--- config.mk ---
export PLATFORM = sky130hd
export DESIGN_NAME = cpwm_carrier
export DESIGN_NICKNAME = d
export VERILOG_FILES = /design/src/rtl/cpwm_pkg.sv /design/src/rtl/cpwm_updown.sv /design/src/rtl/cpwm_dir.sv /design/src/rtl/cpwm_shadow.sv /design/src/rtl/cpwm_carrier.sv
export SDC_FILE = /design/constraint.sdc
export NUM_CORES = 1
export LEC_CHECK = 0
export ABC_CLOCK_PERIOD_IN_PS = 4500
export BUFFER_PORTS_ARGS = -buffer_cell sky130_fd_sc_hd__buf_2
export CORE_ASPECT_RATIO = 0.5
export CORE_UTILIZATION = 50
export CTS_CLUSTER_SIZE = 8
export DETAILED_ROUTE_END_ITERATION = 10
export MAX_ROUTING_LAYER = met4
export PLACE_DENSITY_LB_ADDON = 0.08
export SLEW_MARGIN = 20
export SYNTH_ARGS = -nofsm -noshare
export SYNTH_HDL_FRONTEND = slang
export SYNTH_SLANG_ARGS = --single-unit
export TNS_END_PERCENT = 10
--- constraint.sdc ---
create_clock -name clk -period 4.5 [get_ports clk]
set_clock_uncertainty 0.1 [all_clocks]
set_input_delay 0.45 -clock clk [delete_from_list [all_inputs] [get_ports clk]]
set_output_delay 0.45 -clock clk [all_outputs]
set_load 0.005 [all_outputs]
--- src/rtl/cpwm_pkg.sv ---
package cpwm_pkg;
  typedef enum logic [1:0] {
    SEL_LEAD_LIM = 2'd0,
    SEL_LAG_LIM  = 2'd1,
    SEL_DEAD     = 2'd2,
    SEL_UNUSED   = 2'd3
  } wsel_e;
  localparam int MODE_CREST_BIT  = 0;
  localparam int MODE_TROUGH_BIT = 1;
endpackage

--- src/rtl/cpwm_updown.sv ---
module cpwm_updown #(
  parameter int CW = 16
) (
  input  logic          clk,
  input  logic          rst_n,
  input  logic          run,
  input  logic [CW-1:0] load_val,
  input  logic          step_up,
  output logic [CW-1:0] cnt
);
  always_ff @(posedge clk or negedge rst_n) begin
    if (!rst_n)       cnt <= '0;
    else if (!run)    cnt <= load_val;
    else if (step_up) cnt <= cnt + 1'b1;
    else              cnt <= cnt - 1'b1;
  end
endmodule

--- src/rtl/cpwm_dir.sv ---
module cpwm_dir #(
  parameter int CW = 16
) (
  input  logic          clk,
  input  logic          rst_n,
  input  logic          run,
  input  logic [CW-1:0] cnt_lag,
  input  logic [CW-1:0] lag_lim,
  output logic          step_up,
  output logic          dir_up
);
  logic at_top, at_bot;
  assign at_top  = (cnt_lag == lag_lim);
  assign at_bot  = (cnt_lag == '0);
  assign step_up = dir_up ? !at_top : at_bot;

  always_ff @(posedge clk or negedge rst_n) begin
    if (!rst_n)    dir_up <= 1'b1;
    else if (!run) dir_up <= 1'b1;
    else           dir_up <= step_up;
  end

  AST_TURN_AT_ZERO: assert property (@(posedge clk) disable iff (!rst_n)
    (run && !dir_up && at_bot) |=> (!run || cnt_lag == CW'(1)));
endmodule

--- src/rtl/cpwm_shadow.sv ---
module cpwm_shadow
  import cpwm_pkg::*;
#(
  parameter int CW       = 16,
  parameter int RST_LAG  = 1,
  parameter int RST_DEAD = 1
) (
  input  logic          clk,
  input  logic          rst_n,
  input  logic          run,
  input  logic          dead_en,
  input  logic [1:0]    xfer_mode,
  input  logic          at_crest,
  input  logic          at_trough,
  input  logic          wr_en,
  input  logic [1:0]    wr_sel,
  input  logic [CW-1:0] wr_data,
  output logic [CW-1:0] lead_lim,
  output logic [CW-1:0] lag_lim,
  output logic [CW-1:0] dead_act,
  output logic [CW-1:0] dead_shd,
  output logic          xfer
);
  localparam logic [CW-1:0] RST_LAG_V  = CW'(RST_LAG);
  localparam logic [CW-1:0] RST_DEAD_V = CW'(RST_DEAD);
  localparam logic [CW-1:0] RST_LEAD_V = CW'(RST_LAG + RST_DEAD);

  logic [CW-1:0] lead_shd, lag_shd;
  logic          pend, wr_hit;
  wsel_e         sel;

  assign sel    = wsel_e'(wr_sel);
  assign wr_hit = wr_en && (sel != SEL_UNUSED);
  assign xfer   = run && pend &&
                  ((xfer_mode[MODE_CREST_BIT] && at_crest) ||
                   (xfer_mode[MODE_TROUGH_BIT] && at_trough));

  always_ff @(posedge clk or negedge rst_n) begin
    if (!rst_n) begin
      lead_shd <= RST_LEAD_V;
      lag_shd  <= RST_LAG_V;
      dead_shd <= RST_DEAD_V;
    end else if (wr_en) begin
      case (sel)
        SEL_LEAD_LIM: lead_shd <= wr_data;
        SEL_LAG_LIM:  lag_shd  <= wr_data;
        SEL_DEAD:     dead_shd <= wr_data;
        default:      ;
      endcase
    end
  end

  always_ff @(posedge clk or negedge rst_n) begin
    if (!rst_n) begin
      lead_lim <= RST_LEAD_V;
      lag_lim  <= RST_LAG_V;
      dead_act <= RST_DEAD_V;
      pend     <= 1'b0;
    end else if (!run) begin
      lead_lim <= lead_shd;
      lag_lim  <= lag_shd;
      dead_act <= dead_shd;
      pend     <= wr_hit;
    end else begin
      if (xfer) begin
        lead_lim <= lead_shd;
        lag_lim  <= lag_shd;
      end
      pend <= (pend && !xfer) || wr_hit;
    end
  end

  AST_PAIR_REL: assert property (@(posedge clk) disable iff (!rst_n)
    run |-> (lead_lim == lag_lim + (dead_en ? dead_act : CW'(1))));
  AST_ACT_HOLD: assert property (@(posedge clk) disable iff (!rst_n)
    (run && $past(run) && !$past(xfer)) |-> ($stable(lead_lim) && $stable(lag_lim) && $stable(dead_act)));
endmodule

--- src/rtl/cpwm_carrier.sv ---
module cpwm_carrier #(
  parameter int CW       = 16,
  parameter int RST_LAG  = 1,
  parameter int RST_DEAD = 1
) (
  input  logic          clk,
  input  logic          rst_n,
  input  logic          run,
  input  logic          dead_en,
  input  logic [1:0]    xfer_mode,
  input  logic          wr_en,
  input  logic [1:0]    wr_sel,
  input  logic [CW-1:0] wr_data,
  output logic [CW-1:0] cnt_lead,
  output logic [CW-1:0] cnt_lag,
  output logic          crest,
  output logic          trough,
  output logic          upd
);
  localparam int NCNT = 2;

  logic [CW-1:0] lead_lim, lag_lim, dead_act, dead_shd;
  logic [CW-1:0] off_act, off_shd;
  logic [CW-1:0] load_v [NCNT];
  logic [CW-1:0] cnt_v  [NCNT];
  logic          step_up, dir_up;

  assign off_shd = dead_en ? dead_shd : CW'(1);
  assign off_act = dead_en ? dead_act : CW'(1);

  assign load_v[0] = off_shd;
  assign load_v[1] = '0;

  for (genvar g = 0; g < NCNT; g++) begin : g_cnt
    cpwm_updown #(.CW(CW)) u_cnt (
      .clk(clk), .rst_n(rst_n), .run(run),
      .load_val(load_v[g]), .step_up(step_up), .cnt(cnt_v[g])
    );
  end

  assign cnt_lead = cnt_v[0];
  assign cnt_lag  = cnt_v[1];

  cpwm_dir #(.CW(CW)) u_dir (
    .clk(clk), .rst_n(rst_n), .run(run),
    .cnt_lag(cnt_lag), .lag_lim(lag_lim),
    .step_up(step_up), .dir_up(dir_up)
  );

  assign crest  = run && dir_up && (cnt_lead == lead_lim);
  assign trough = run && !dir_up && (cnt_lag == '0);

  cpwm_shadow #(.CW(CW), .RST_LAG(RST_LAG), .RST_DEAD(RST_DEAD)) u_shadow (
    .clk(clk), .rst_n(rst_n), .run(run), .dead_en(dead_en),
    .xfer_mode(xfer_mode), .at_crest(crest), .at_trough(trough),
    .wr_en(wr_en), .wr_sel(wr_sel), .wr_data(wr_data),
    .lead_lim(lead_lim), .lag_lim(lag_lim),
    .dead_act(dead_act), .dead_shd(dead_shd), .xfer(upd)
  );

  AST_CNT_OFFSET: assert property (@(posedge clk) disable iff (!rst_n)
    run |-> (cnt_lead - cnt_lag == off_act));
  AST_CREST_PULSE: assert property (@(posedge clk) disable iff (!rst_n)
    crest |=> !crest);
  AST_UPD_POINT: assert property (@(posedge clk) disable iff (!rst_n)
    upd |-> ((crest && xfer_mode[0]) || (trough && xfer_mode[1])));
endmodule

==> flow_summary.ini <==
[clock_network]
cts.clk_slew.worst_paths_ns = 0.05
cts_tree = yes
clockBufferDepth = 2
postCtsSetupBuffers = 0
root_buffer = clkbuf_16
h-tree-depth = 4
cts_made_buffers = 17
clock-sinks = 114
insertion_delay_ns = 0.41

[critical_path]
end_kind = flip-flop
crit_end = g_cnt[1].u_cnt.cnt[14]
critPathKind = reg2reg
critPathMaxFanout = 15
rrSetupSlack_ns = 0.24
critPathLaunch = g_cnt[1].u_cnt.cnt[14]
critPathLaunchType = flip-flop
rr_worst_depth = 14
worstPathRequired_ns = 4.71
timing.rr.start = g_cnt[1].u_cnt.cnt[14]
r2r_end = g_cnt[1].u_cnt.cnt[14]
crit_arrival_ns = 4.46

[timing]
hold_viol = 0
setup_ws_ns = 0.2444
max_freq_mhz = 235.0
hold_ws_ns = 0.1990
fin_crit_sh = 0.9457
slew_violations = 0
worstMarginPinSlew_ns = 0.9694
post-route-min-period_ns = 4.256
maxSlewHeadroom = 0.3518
setup_viol = 0

[grt]
grt_pass1_wl_um = 22090
grt_max_degree = 42
antenna_found_initial = 0
grt_overflow = 0
grt_pass1_vias = 4028
track_usage = 0.2557

[final_layout]
n_antenna_cell = 0
syn_to_final_growth_pct = 19.03
drive_above_1_share = 0.3293
num-nets-final = 622
final.fill_count = 931

[drt]
drt_first_pass_iters = 4
drtIter0Drc = 200
vias = 4121
wl_per_cell_um = 18.69
route.detailed.drc = 0
via_per_inst = 5.576
ant_nets = 0
routed_wl_um = 13810

[floorplan]
initial_core_util = 0.5227
core_area_mm2 = 0.01118
die_x_um = 154.9
num_io_pins = 60
fp.dieArea_mm2 = 0.01215
die_y_um = 78.45
rows = 27

[placed_design]
dp.final_hpwl_um = 9629
place_ws_ns = 0.2646
io_buffers = 59
gp_congestion = 0.8669

[outcome]
outcome = completed

[yosys]
synth_cell_types = 53
synthArstFlopShare = 1.000
synth.cell_area_mm2 = 0.005844
synthFlopType = dfrtp_1
syn-num-nets = 547
avgSynthCellArea_um2 = 11.88
ys_warn_count = 0
synth_edf_count = 0
yosysSeqAreaShare = 0.4894
ys_seq_elements = 114
syn_inst = 492

[job]
maxCapViolations = 0

[hold_path]
min_path_type = in2reg

[power_and_ir_drop]
powerDensity_mw_per_mm2 = 449.5
irDropWorstVdd_uv = 231.6
leakage_nw = 3.275
Yosys cell counts (all sizes together), types with 8 or more instances:
cell      n  area (um2)
a211oi    8       60.06
a21oi    23       118.9
inv      15       56.30
a21o      9       67.56
o21ai    29       156.4
nor4     11       75.07
nor2     17       63.81
clkbuf    8       30.03
mux2     80       900.9
nor3      8       45.04
dfrtp   108        2703
ha       28       350.3
xor2     35       306.5
nand2    28       105.1
xnor2    16       140.1
repair_timing:
| item | CTS | global route |
|---|---|---|
| endpoints found under the setup margin | 0 | 1 |
| endpoints found under the hold margin | 33 | 0 |
| gates resized for setup | 0 | 2 |
| hold buffers | 1 | 0 |
area by class of cell:
| class | instances | area [um2] | share of cell area |
|---|---|---|---|
| Tap cell | 159 | 198.9 | 0.02860 |
| Inverter | 15 | 56.30 | 0.008094 |
| Sequential cell | 114 | 2860 | 0.4112 |
| Clock inverter | 11 | 136.4 | 0.01960 |
| Timing Repair Buffer | 69 | 375.4 | 0.05396 |
| Multi-Input combinational cell | 350 | 2869 | 0.4124 |
| Clock buffer | 21 | 460.4 | 0.06619 |
metal layers:
metal	share of wire	up-vias	track usage
met2	0.45	85	0.3770
met1	0.50	2074	0.3490
met4	0.012	0	0.1069
met5	0	-	-
li1	-	1950	-
met3	0.038	12	0.04638
stage by stage:
stage	area, um2	total power (W)	setup TNS, ns	utilization	std cells
final	6957	0.003127	0	0.6221	739
after global routing	6957	0.003272	-0.002503	0.6221	739
after floorplan	5844	0.001622	0	-	492
after global placement	6340	0.001772	0	0.5670	706
after detailed placement	6340	0.001784	0	0.5670	706
after CTS	6947	0.003156	0	0.6212	739
cells in the final DEF, fill, tap and decap left out, drive strengths merged, types with 4 or more instances in the layout:
master	count
dfstp	6
nand2	28
xnor2	16
nor3	8
clkbuf	21
mux2	80
xor2	35
nor2b	4
o21ai	29
ha	28
nand3	6
dfrtp	108
inv	15
nand4	5
a211oi	8
a21oi	23
clkinv	7
buf	68
nor4	11
a21o	9
nor2	17
critical path: stages (launching register included):
cell,delay (ns)
dfrtp_1,0.43
nor4_1,0.38
nand4_1,0.19
nor4_4,0.28
a21o_1,0.24
inv_1,0.23
buf_4,0.28
ha_1,0.34
nor2b_1,0.18
o21ai_1,0.09
a21oi_1,0.28
o31ai_2,0.15
a2111oi_1,0.61
nor3_1,0.13
nor3b_1,0.24
cells by family after synthesis:
| family | count (synthesis) | synth area share |
|---|---|---|
| DFF | 114 | 0.4894 |
| and+or+nand+nor | 93 | 0.08092 |
| AOI/OAI and AO/OA | 96 | 0.1100 |
| adders and majority gates | 30 | 0.06680 |
| muxes | 80 | 0.1541 |
| xor gates and xnor gates | 51 | 0.07643 |
| buffers and inverters | 28 | 0.02226 |
state kept, by name (all words and copies together), names as in the netlist:
name,count
u_shadow.lag_lim,16
u_shadow.lag_shd,16
u_dir.dir_up,1
u_shadow.lead_shd,16
u_shadow.pend,1
g_cnt.u_cnt.cnt,32
u_shadow.dead_shd,16
u_shadow.lead_lim,16
power breakdown:
group	internal, W	leakage (nW)	switching [W]
combinational	0.000237	1.59	0.000196
clock	0.000894	0.296	0.000467
sequential	0.00121	1.39	0.000124
total	0.00234	3.27	0.000786
worst min-delay path by stage:
stage / start / slack [ns] / cells past startpoint / to
2_1_floorplan: rst_n / 0.05 / 0 / g_cnt[0].u_cnt.cnt[0]
3_3_place_gp: rst_n / 0.36 / 1 / g_cnt[1].u_cnt.cnt[2]
3_5_place_dp: rst_n / 0.35 / 1 / g_cnt[1].u_cnt.cnt[4]
4_1_cts: wr_en / 0.19 / 2 / u_shadow.pend
5_1_grt: wr_data[13] / 0.21 / 2 / u_shadow.lag_shd[13]
6_report: wr_en / 0.20 / 2 / u_shadow.pend
No activity file was read; power rests on OpenSTA's default activity.
